## config.mk

```make
export PLATFORM = sky130hd
export DESIGN_NAME = qp_lifecycle_mgr
export DESIGN_NICKNAME = d
export VERILOG_FILES = /design/src/rtl/qp_pkg.sv /design/src/rtl/qp_check.sv /design/src/rtl/qp_table.sv /design/src/rtl/qp_lifecycle_mgr.sv
export SDC_FILE = /design/constraint.sdc
export NUM_CORES = 1
export LEC_CHECK = 0
export BUFFER_PORTS_ARGS = -buffer_cell sky130_fd_sc_hd__buf_2
export CAP_MARGIN = 20
export CORE_MARGIN = 10
export CORE_UTILIZATION = 63
export CTS_CLUSTER_SIZE = 24
export DETAILED_ROUTE_END_ITERATION = 8
export PLACE_DENSITY = 0.8
export RECOVER_POWER = 25
export SYNTH_ARGS = -nofsm -noshare
export SYNTH_HDL_FRONTEND = slang
export SYNTH_SLANG_ARGS = --single-unit
```

## constraint.sdc

```tcl
create_clock -name clk -period 5.3 [get_ports clk]
set_clock_uncertainty 0.15 [all_clocks]
set_input_delay 1.06 -clock clk [delete_from_list [all_inputs] [get_ports clk]]
set_output_delay 1.06 -clock clk [all_outputs]
set_load 0.005 [all_outputs]
```

## src/rtl/qp_pkg.sv

```systemverilog
package qp_pkg;

    typedef enum logic [2:0] {
        OP_IO    = 3'd0,
        OP_MK_CQ = 3'd1,
        OP_MK_SQ = 3'd2,
        OP_RM_SQ = 3'd3,
        OP_RM_CQ = 3'd4
    } qp_op_e;

    typedef enum logic [2:0] {
        ST_OK      = 3'd0,
        ST_RSVD    = 3'd1,
        ST_NO_CQ   = 3'd2,
        ST_CQ_BUSY = 3'd3,
        ST_EXISTS  = 3'd4,
        ST_ABSENT  = 3'd5,
        ST_BAD_OP  = 3'd6
    } qp_status_e;

    typedef enum logic [2:0] {
        ACT_NONE,
        ACT_MK_CQ,
        ACT_MK_SQ,
        ACT_RM_SQ,
        ACT_RM_CQ
    } qp_act_e;

endpackage

```

## src/rtl/qp_check.sv

```systemverilog
module qp_check
    import qp_pkg::*;
#(
    parameter int QID_W = 4
) (
    input  logic [2:0]       op_i,
    input  logic [QID_W-1:0] src_i,
    input  logic [QID_W-1:0] qid_i,
    input  logic [QID_W-1:0] cqid_i,
    input  logic             src_sq_vld_i,
    input  logic             tgt_sq_vld_i,
    input  logic             tgt_cq_vld_i,
    input  logic             bind_cq_vld_i,
    input  logic             tgt_cq_busy_i,
    output qp_status_e       status_o,
    output qp_act_e          act_o
);
    // Priority: opcode class, reserved id, existence, ordering.
    always_comb begin
        status_o = ST_OK;
        act_o    = ACT_NONE;
        if (op_i > 3'd4) begin
            status_o = ST_BAD_OP;
        end else if (op_i == OP_IO) begin
            if (src_i == '0) begin
                status_o = ST_BAD_OP;
            end else if (!src_sq_vld_i) begin
                status_o = ST_ABSENT;
            end
        end else if (src_i != '0) begin
            status_o = ST_BAD_OP;
        end else if (qid_i == '0) begin
            status_o = ST_RSVD;
        end else begin
            case (op_i)
                OP_MK_CQ: begin
                    if (tgt_cq_vld_i) status_o = ST_EXISTS;
                    else              act_o    = ACT_MK_CQ;
                end
                OP_MK_SQ: begin
                    if (tgt_sq_vld_i)                          status_o = ST_EXISTS;
                    else if (cqid_i == '0 || !bind_cq_vld_i)   status_o = ST_NO_CQ;
                    else                                       act_o    = ACT_MK_SQ;
                end
                OP_RM_SQ: begin
                    if (!tgt_sq_vld_i) status_o = ST_ABSENT;
                    else               act_o    = ACT_RM_SQ;
                end
                OP_RM_CQ: begin
                    if (!tgt_cq_vld_i)     status_o = ST_ABSENT;
                    else if (tgt_cq_busy_i) status_o = ST_CQ_BUSY;
                    else                   act_o    = ACT_RM_CQ;
                end
                default: status_o = ST_BAD_OP;
            endcase
        end
    end

endmodule

```

## src/rtl/qp_table.sv

```systemverilog
module qp_table
    import qp_pkg::*;
#(
    parameter int QID_W = 4
) (
    input  logic             clk,
    input  logic             rst,
    input  logic             commit_i,
    input  qp_act_e          act_i,
    input  logic [QID_W-1:0] src_i,
    input  logic [QID_W-1:0] qid_i,
    input  logic [QID_W-1:0] cqid_i,
    output logic             src_sq_vld_o,
    output logic             tgt_sq_vld_o,
    output logic             tgt_cq_vld_o,
    output logic             bind_cq_vld_o,
    output logic             tgt_cq_busy_o
);
    localparam int NUM_Q = 1 << QID_W;
    localparam int CNT_W = QID_W;   // at most NUM_Q-1 SQs per CQ

    typedef struct packed {
        logic [NUM_Q-1:0]             sq_vld;
        logic [NUM_Q-1:0]             cq_vld;
        logic [NUM_Q-1:0][QID_W-1:0]  sq_cq;
        logic [NUM_Q-1:0][CNT_W-1:0]  cq_cnt;
    } tbl_t;

    localparam tbl_t TBL_RST = '{
        sq_vld: NUM_Q'(1),
        cq_vld: NUM_Q'(1),
        sq_cq:  '0,
        cq_cnt: '0
    };

    tbl_t             tbl_d, tbl_q;
    logic [QID_W-1:0] bound_id;

    assign bound_id      = tbl_q.sq_cq[qid_i];
    assign src_sq_vld_o  = tbl_q.sq_vld[src_i];
    assign tgt_sq_vld_o  = tbl_q.sq_vld[qid_i];
    assign tgt_cq_vld_o  = tbl_q.cq_vld[qid_i];
    assign bind_cq_vld_o = tbl_q.cq_vld[cqid_i];
    assign tgt_cq_busy_o = |tbl_q.cq_cnt[qid_i];

    always_comb begin
        tbl_d = tbl_q;
        if (commit_i) begin
            case (act_i)
                ACT_MK_CQ: tbl_d.cq_vld[qid_i] = 1'b1;
                ACT_MK_SQ: begin
                    tbl_d.sq_vld[qid_i]  = 1'b1;
                    tbl_d.sq_cq[qid_i]   = cqid_i;
                    tbl_d.cq_cnt[cqid_i] = tbl_q.cq_cnt[cqid_i] + CNT_W'(1);
                end
                ACT_RM_SQ: begin
                    tbl_d.sq_vld[qid_i]    = 1'b0;
                    tbl_d.sq_cq[qid_i]     = '0;
                    tbl_d.cq_cnt[bound_id] = tbl_q.cq_cnt[bound_id] - CNT_W'(1);
                end
                ACT_RM_CQ: tbl_d.cq_vld[qid_i] = 1'b0;
                default: ;
            endcase
        end
    end

    always_ff @(posedge clk) begin
        if (rst) tbl_q <= TBL_RST;
        else     tbl_q <= tbl_d;
    end

endmodule

```

## src/rtl/qp_lifecycle_mgr.sv

```systemverilog
module qp_lifecycle_mgr
    import qp_pkg::*;
#(
    parameter int QID_W = 4
) (
    input  logic             clk,
    input  logic             rst,
    input  logic             req_valid,
    output logic             req_ready,
    input  logic [2:0]       req_op,
    input  logic [QID_W-1:0] req_src_qid,
    input  logic [QID_W-1:0] req_qid,
    input  logic [QID_W-1:0] req_cqid,
    output logic             rsp_valid,
    output logic [2:0]       rsp_status
);
    typedef struct packed {
        logic       vld;
        qp_status_e st;
    } rsp_t;

    rsp_t       rsp_d, rsp_q;
    logic       accept;
    qp_status_e chk_status;
    qp_act_e    chk_act;
    logic       src_sq_vld, tgt_sq_vld, tgt_cq_vld, bind_cq_vld, tgt_cq_busy;

    assign req_ready  = ~rsp_q.vld;
    assign accept     = req_valid & req_ready;
    assign rsp_valid  = rsp_q.vld;
    assign rsp_status = rsp_q.st;

    qp_table #(.QID_W(QID_W)) u_table (
        .clk           (clk),
        .rst           (rst),
        .commit_i      (accept),
        .act_i         (chk_act),
        .src_i         (req_src_qid),
        .qid_i         (req_qid),
        .cqid_i        (req_cqid),
        .src_sq_vld_o  (src_sq_vld),
        .tgt_sq_vld_o  (tgt_sq_vld),
        .tgt_cq_vld_o  (tgt_cq_vld),
        .bind_cq_vld_o (bind_cq_vld),
        .tgt_cq_busy_o (tgt_cq_busy)
    );

    qp_check #(.QID_W(QID_W)) u_check (
        .op_i          (req_op),
        .src_i         (req_src_qid),
        .qid_i         (req_qid),
        .cqid_i        (req_cqid),
        .src_sq_vld_i  (src_sq_vld),
        .tgt_sq_vld_i  (tgt_sq_vld),
        .tgt_cq_vld_i  (tgt_cq_vld),
        .bind_cq_vld_i (bind_cq_vld),
        .tgt_cq_busy_i (tgt_cq_busy),
        .status_o      (chk_status),
        .act_o         (chk_act)
    );

    always_comb begin
        rsp_d.vld = accept;
        rsp_d.st  = accept ? chk_status : rsp_q.st;
    end

    always_ff @(posedge clk) begin
        if (rst) rsp_q <= '{vld: 1'b0, st: ST_OK};
        else     rsp_q <= rsp_d;
    end

endmodule

```

Word-level counts from Yosys, hierarchy flattened

Index checks and enable logic that the tools add are counted.
Widths: inputs -> output; s select.

Add/sub/neg operators: 2
Magnitude comparators: 8
Equality and inequality tests: 8
Multiplexer cells: 54
Bitwise operators: 9
Reduce and logical (&&, ||, !) cells: 15

Operator list:

| operator            | number |
|---|---|
| $pmux 128 s2        | 1 |
| $bwmux 64           | 3 |
| $and 64x64->64      | 1 |
| $bmux 4 s4          | 4 |
| $not 64->64         | 1 |
| $pmux 16 s2         | 2 |
| $mux 3              | 17 |
| $demux 4 s4         | 3 |
| $and 16x16->16      | 2 |
| $or 16x16->16       | 2 |
| $mux 4              | 7 |
| $pmux 3 s4          | 2 |
| $lt 4x5->1 const B  | 4 |
| $bmux 1 s4          | 4 |
| $not 16->16         | 1 |
| $eq 3x2->1 const B  | 4 |
| $ge 4x1->1 const B  | 3 |
| $logic_not 4->1     | 3 |
| $mux 2              | 4 |
| $eq 3x1->1 const B  | 2 |
| $eq 3x3->1 const B  | 2 |
| $mux 1              | 6 |
| $add 4x1->4 const B | 1 |
| $demux 1 s4         | 1 |
| other kinds (12)    | 16 |

Register bits after elaboration: 164
Bits of input ports: 18
Output and inout port bits: 5
Logic and storage cells: 132

Longest topological paths before layout

Word-level depth: 14
Mapped depth: 15

Modules after synthesis

Synthesis repeated with hierarchy kept, for this count alone.

Cell total of the unflattened synthesis: 1188
Area total of the unflattened synthesis: 10188.5 um^2

By module, submodules not included:

| module           | times used | cells an instance | area an instance (um^2) | seq. area each (um^2) |
|---|---|---|---|---|
| qp_table         | 1          | 1136              | 9775.6                  | 3203.1 |
| qp_check         | 1          | 36                | 240.2                   | 0.0 |
| qp_lifecycle_mgr | 1          | 16                | 172.7                   | 80.1 |

Worst setup path before layout

Ideal clock, no wire load.

Kind: input -> register
From: input port req_qid[0]
To: register u_table.tbl_q[61] (netlist name)
Library setup time: 0.086 ns
Data arrival time: 4.271 ns
Data required time: 5.064 ns
Path slack: 0.793 ns
Stages: 14
Path buffers: 4
Cells stage by stage: buf_6 -> mux4_2 -> mux4_2 -> buf_6 -> buf_6 -> mux2i_1 -> mux2i_1 -> a22oi_2 -> nand2_4 -> inv_1 -> ha_1 -> clkbuf_1 -> o32a_1 -> a211oi_1

Longest elaborated chain between the ends: 13
Elaborated cells between the ends (all ways): 34
Classes of those cells: add/sub (1); order compare (2); eq/ne (2); mux (24); reduce/logical (5)

RTL lines:

| element                      | line                   | RTL |
|---|---|---|
| start: declaration           | qp_lifecycle_mgr.sv:12 | `input logic [QID_W-1:0] req_qid,` |
| $bmux 4 s4                   | qp_table.sv:44         | `assign tgt_cq_busy_o = \|tbl_q.cq_cnt[qid_i];` |
| $mux 4 (not written as such) | qp_table.sv:44         |  |
| $reduce_or 4->1              | qp_table.sv:44         |  |
| $mux 3                       | qp_check.sv:51         | `else if (tgt_cq_busy_i) status_o = ST_CQ_BUSY;` |
| $mux 3                       | qp_check.sv:50         | `if (!tgt_cq_vld_i) status_o = ST_ABSENT;` |
| $pmux 3 s4                   | qp_check.sv:35         | `case (op_i)` |
| $mux 3                       | qp_check.sv:32         | `end else if (qid_i == '0) begin` |
| $mux 3                       | qp_check.sv:30         | `end else if (src_i != '0) begin` |
| $mux 3                       | qp_check.sv:24         | `end else if (op_i == OP_IO) begin` |
| $mux 3                       | qp_check.sv:22         | `if (op_i > 3'd4) begin` |
| $eq 3x2->1                   | qp_table.sv:49         | `case (act_i)` |
| $reduce_bool 2->1 (no line)  | n/a                    |  |
| $reduce_and 2->1 (no line)   | n/a                    |  |
| end signal: assignment       | qp_table.sv:69         | `else tbl_q <= tbl_d;` |
| end: declaration             | qp_table.sv:36         | `tbl_t tbl_d, tbl_q;` |

Parallel ways exist; a longest one is shown, timed or not. The select of a mux whose other input is x is not followed.
A chain may end at the register's enable or synchronous reset.

Worst setup path after layout

From: input port req_qid[0]
To: register u_table.tbl_q[26] (netlist name)

Same word-level chain as after synthesis.

==> flow_metrics.tcl <==
set metrics [dict create \
    pwr-share-clk 0.486 \
    maxCapViolCount 1 \
    dp_cells 1206 \
    root_buffer "clkbuf_16" \
    cp_max_fo 30 \
    synth_seq_cells 164 \
    syn_nets 1063 \
    ff_latch_area_um2 3280 \
    cts_setup_buffers 0 \
    cp_data_required_time_ns 5.43 \
    finalNetCount 1057 \
    multi_input_area_um2 5910 \
    drt_iter0_drc 1345 \
    startpoint "req_qid[0]" \
    stdcell_area_um2 10500 \
    peakVddDrop_mv 0.233 \
    r2r_setup_slack_ns 1.45 \
    grt_max_degree 84 \
    initial_core_util 0.638 \
    worstPathCellList "buf_2 -> buf_4 -> mux4_1 -> mux4_2 -> inv_1 -> a31oi_1 -> nor3_2 -> clkbuf_2 -> o21ai_0 -> a222oi_1 -> nor3_1" \
    async_flop_share 0 \
    gp_congestion 1.01 \
    synth_edf_count 0 \
    drc 0 \
    internal_power_w 0.00203 \
    setup_viol 0 \
    hpwl_um 20300 \
    syn_inst 1043 \
    power_switching_w 0.000691 \
    yosysTopAreaCell "dfxtp_1" \
    port-buffer-count 22 \
    antenna_found_initial 0 \
    grt_pass1_vias 8618 \
    fin_crit_ns 4.82 \
    routedWlPerCell_um 24.6 \
    syn_to_final_growth_pct 9.03 \
    dpl_cell_area_um2 9860 \
    swShare 0.254 \
    slowest_delay_ns 0.62 \
    cp-start-kind "input pin" \
    cts.sinks 164 \
    yosysSeqAreaShare 0.342 \
    layout.cells.non_filler 1238 \
    outcome "finished with violations" \
    synth.avg_cell_area_um2 9.19 \
    final_hold_viol_count 0 \
    grt_pass1_wl_um 48000 \
    cts_tree "yes" \
    period_share 0.910 \
    slew_viol_final 70 \
    ant_nets 0 \
    rsz0062_at_grt "no" \
    fin_tns_setup_ns 0 \
    synth_top_area_frac 0.342 \
    drive_gt1_frac 0.159 \
    end_kind "flop" \
    r2r_end "u_table.tbl_q[26]$_SDFFE_PP0P_" \
    h-tree-depth 4 \
    cts_buffer_depth 2 \
    critPathKind "input pin to flop" \
    fillCellCount 1131 \
    power_density_nw_per_um2 260 \
    violations "max-capacitance violations, max-slew violations" \
    drt_pass1_iterations 9 \
    netlist_area_um2 9590 \
    die-area_um2 20600 \
    fp.coreArea_um2 15000 \
    cts_resized 0 \
    p_seq_frac 0.454 \
    clock.fmax_mhz 207 \
    track_usage 0.298 \
    cts_buffers 17 \
    die_w_um 143 \
    gr-total-overflow 0 \
    yosysWarnings 0 \
    cp.arrival_ns 4.95 \
    yosysMostFrequentCell "nor2_1" \
    tightest_slew_ns 2.89 \
    combPwrFrac 0.060 \
    synthTopCellsByCount "nor2_1 (193), dfxtp_1 (164), mux2i_1 (113), nand2_1 (71)" \
    ys_top_cells_by_area "dfxtp_1 (34%), mux4_2 (14%), mux2i_1 (12%)" \
    ctsHoldBuffers 0 \
    via_per_inst 7.16 \
    clkTransAtPathRegs_ns 0.07 \
    min_path_type "flop to flop" \
    synthFlopType "dfxtp_1" \
    rr_worst_depth 9 \
    vias 8862 \
    clock_latency_ns 0.44 \
    row_count 45 \
    power_leakage_nw 3.43 \
    endpoint "u_table.tbl_q[26]$_SDFFE_PP0P_" \
    crit_path_top_delay_cell "clkbuf_2" \
    drt-total-wl_um 30500 \
    synth_cell_types 63 \
    pin_count 23 \
    dieHeight_um 143 \
    slew_headroom -0.924 \
    antenna_cells 0 \
]
[metrics by stage]
stage          hold WS [ns]   util  total power (W)  setup WS (ns)
6_report              0.305  0.695          0.00272          0.478
5_1_grt               0.309  0.695          0.00277          0.304
4_1_cts               0.296  0.697          0.00271          0.805
3_5_place_dp          0.278  0.656          0.00142          0.360
3_3_place_gp          0.282  0.656          0.00142          0.445
2_1_floorplan         0.262      -          0.00137          0.793
[layer usage]
metal	share of wire	vias to the layer above	wire length, um	global-route usage
li1	-	3843	-	-
met2	0.45	696	13800	0.465
met4	0.062	0	1900	0.160
met5	0	-	0	0
met1	0.36	4132	11100	0.363
met3	0.12	191	3650	0.0931
[area by class of cell]
type                            instances  area share
Tap cell                              188      0.0225
Multi-Input combinational cell        787       0.565
Clock buffer                           19      0.0433
Inverter                               11     0.00395
Clock inverter                         13      0.0166
Sequential cell                       164       0.314
Timing Repair Buffer                   56      0.0341
[worst max-delay path, delay by kind of cell]
kind	cells	cell delay, ns
compound gates	3	0.94
buf+inv	4	1.35
mux	2	1.18
simple gates	2	0.41
[cells in the final DEF (no fill, tap or decap), types with 16 or more instances in the layout]
| cell | count |
|---|---|
| clkbuf_16 | 17 |
| nor2_1 | 194 |
| nor3_1 | 37 |
| nand2_1 | 71 |
| buf_4 | 29 |
| mux2i_1 | 113 |
| o21ai_0 | 45 |
| a21oi_1 | 42 |
| a22oi_1 | 16 |
| buf_2 | 16 |
| a211oi_1 | 16 |
| dfxtp_1 | 164 |
| mux4_2 | 61 |
| nor4_1 | 16 |
[cells by family (layout without fill, tap and decap cells)]
group,Yosys count,count (layout),share of synthesized area
simple gates,407,407,0.196
xor+xnor,4,4,0.00366
fa+ha+maj,2,2,0.00261
compound gates,193,193,0.134
buf+inv,92,99,0.0418
mux,181,181,0.279
flops,164,164,0.342
[power groups by stage]
stage                     registers (W)  clock network (W)  logic [W]
after floorplan                 0.00126                  0   0.000111
after global placement          0.00126                  0   0.000158
after detailed placement        0.00126                  0   0.000159
after CTS                       0.00123            0.00132   0.000159
after global routing            0.00123            0.00137   0.000172
final                           0.00123            0.00132   0.000163
[worst min-delay path by stage]
stage | from | end | slack (ns) | cells past startpoint
after floorplan | flop | flop | 0.26 | 1
after global placement | flop | flop | 0.28 | 1
after detailed placement | flop | flop | 0.28 | 1
after CTS | flop | flop | 0.30 | 1
after global routing | flop | flop | 0.31 | 1
final | flop | flop | 0.31 | 1
Note: power is estimated with default switching activity, not from simulation.
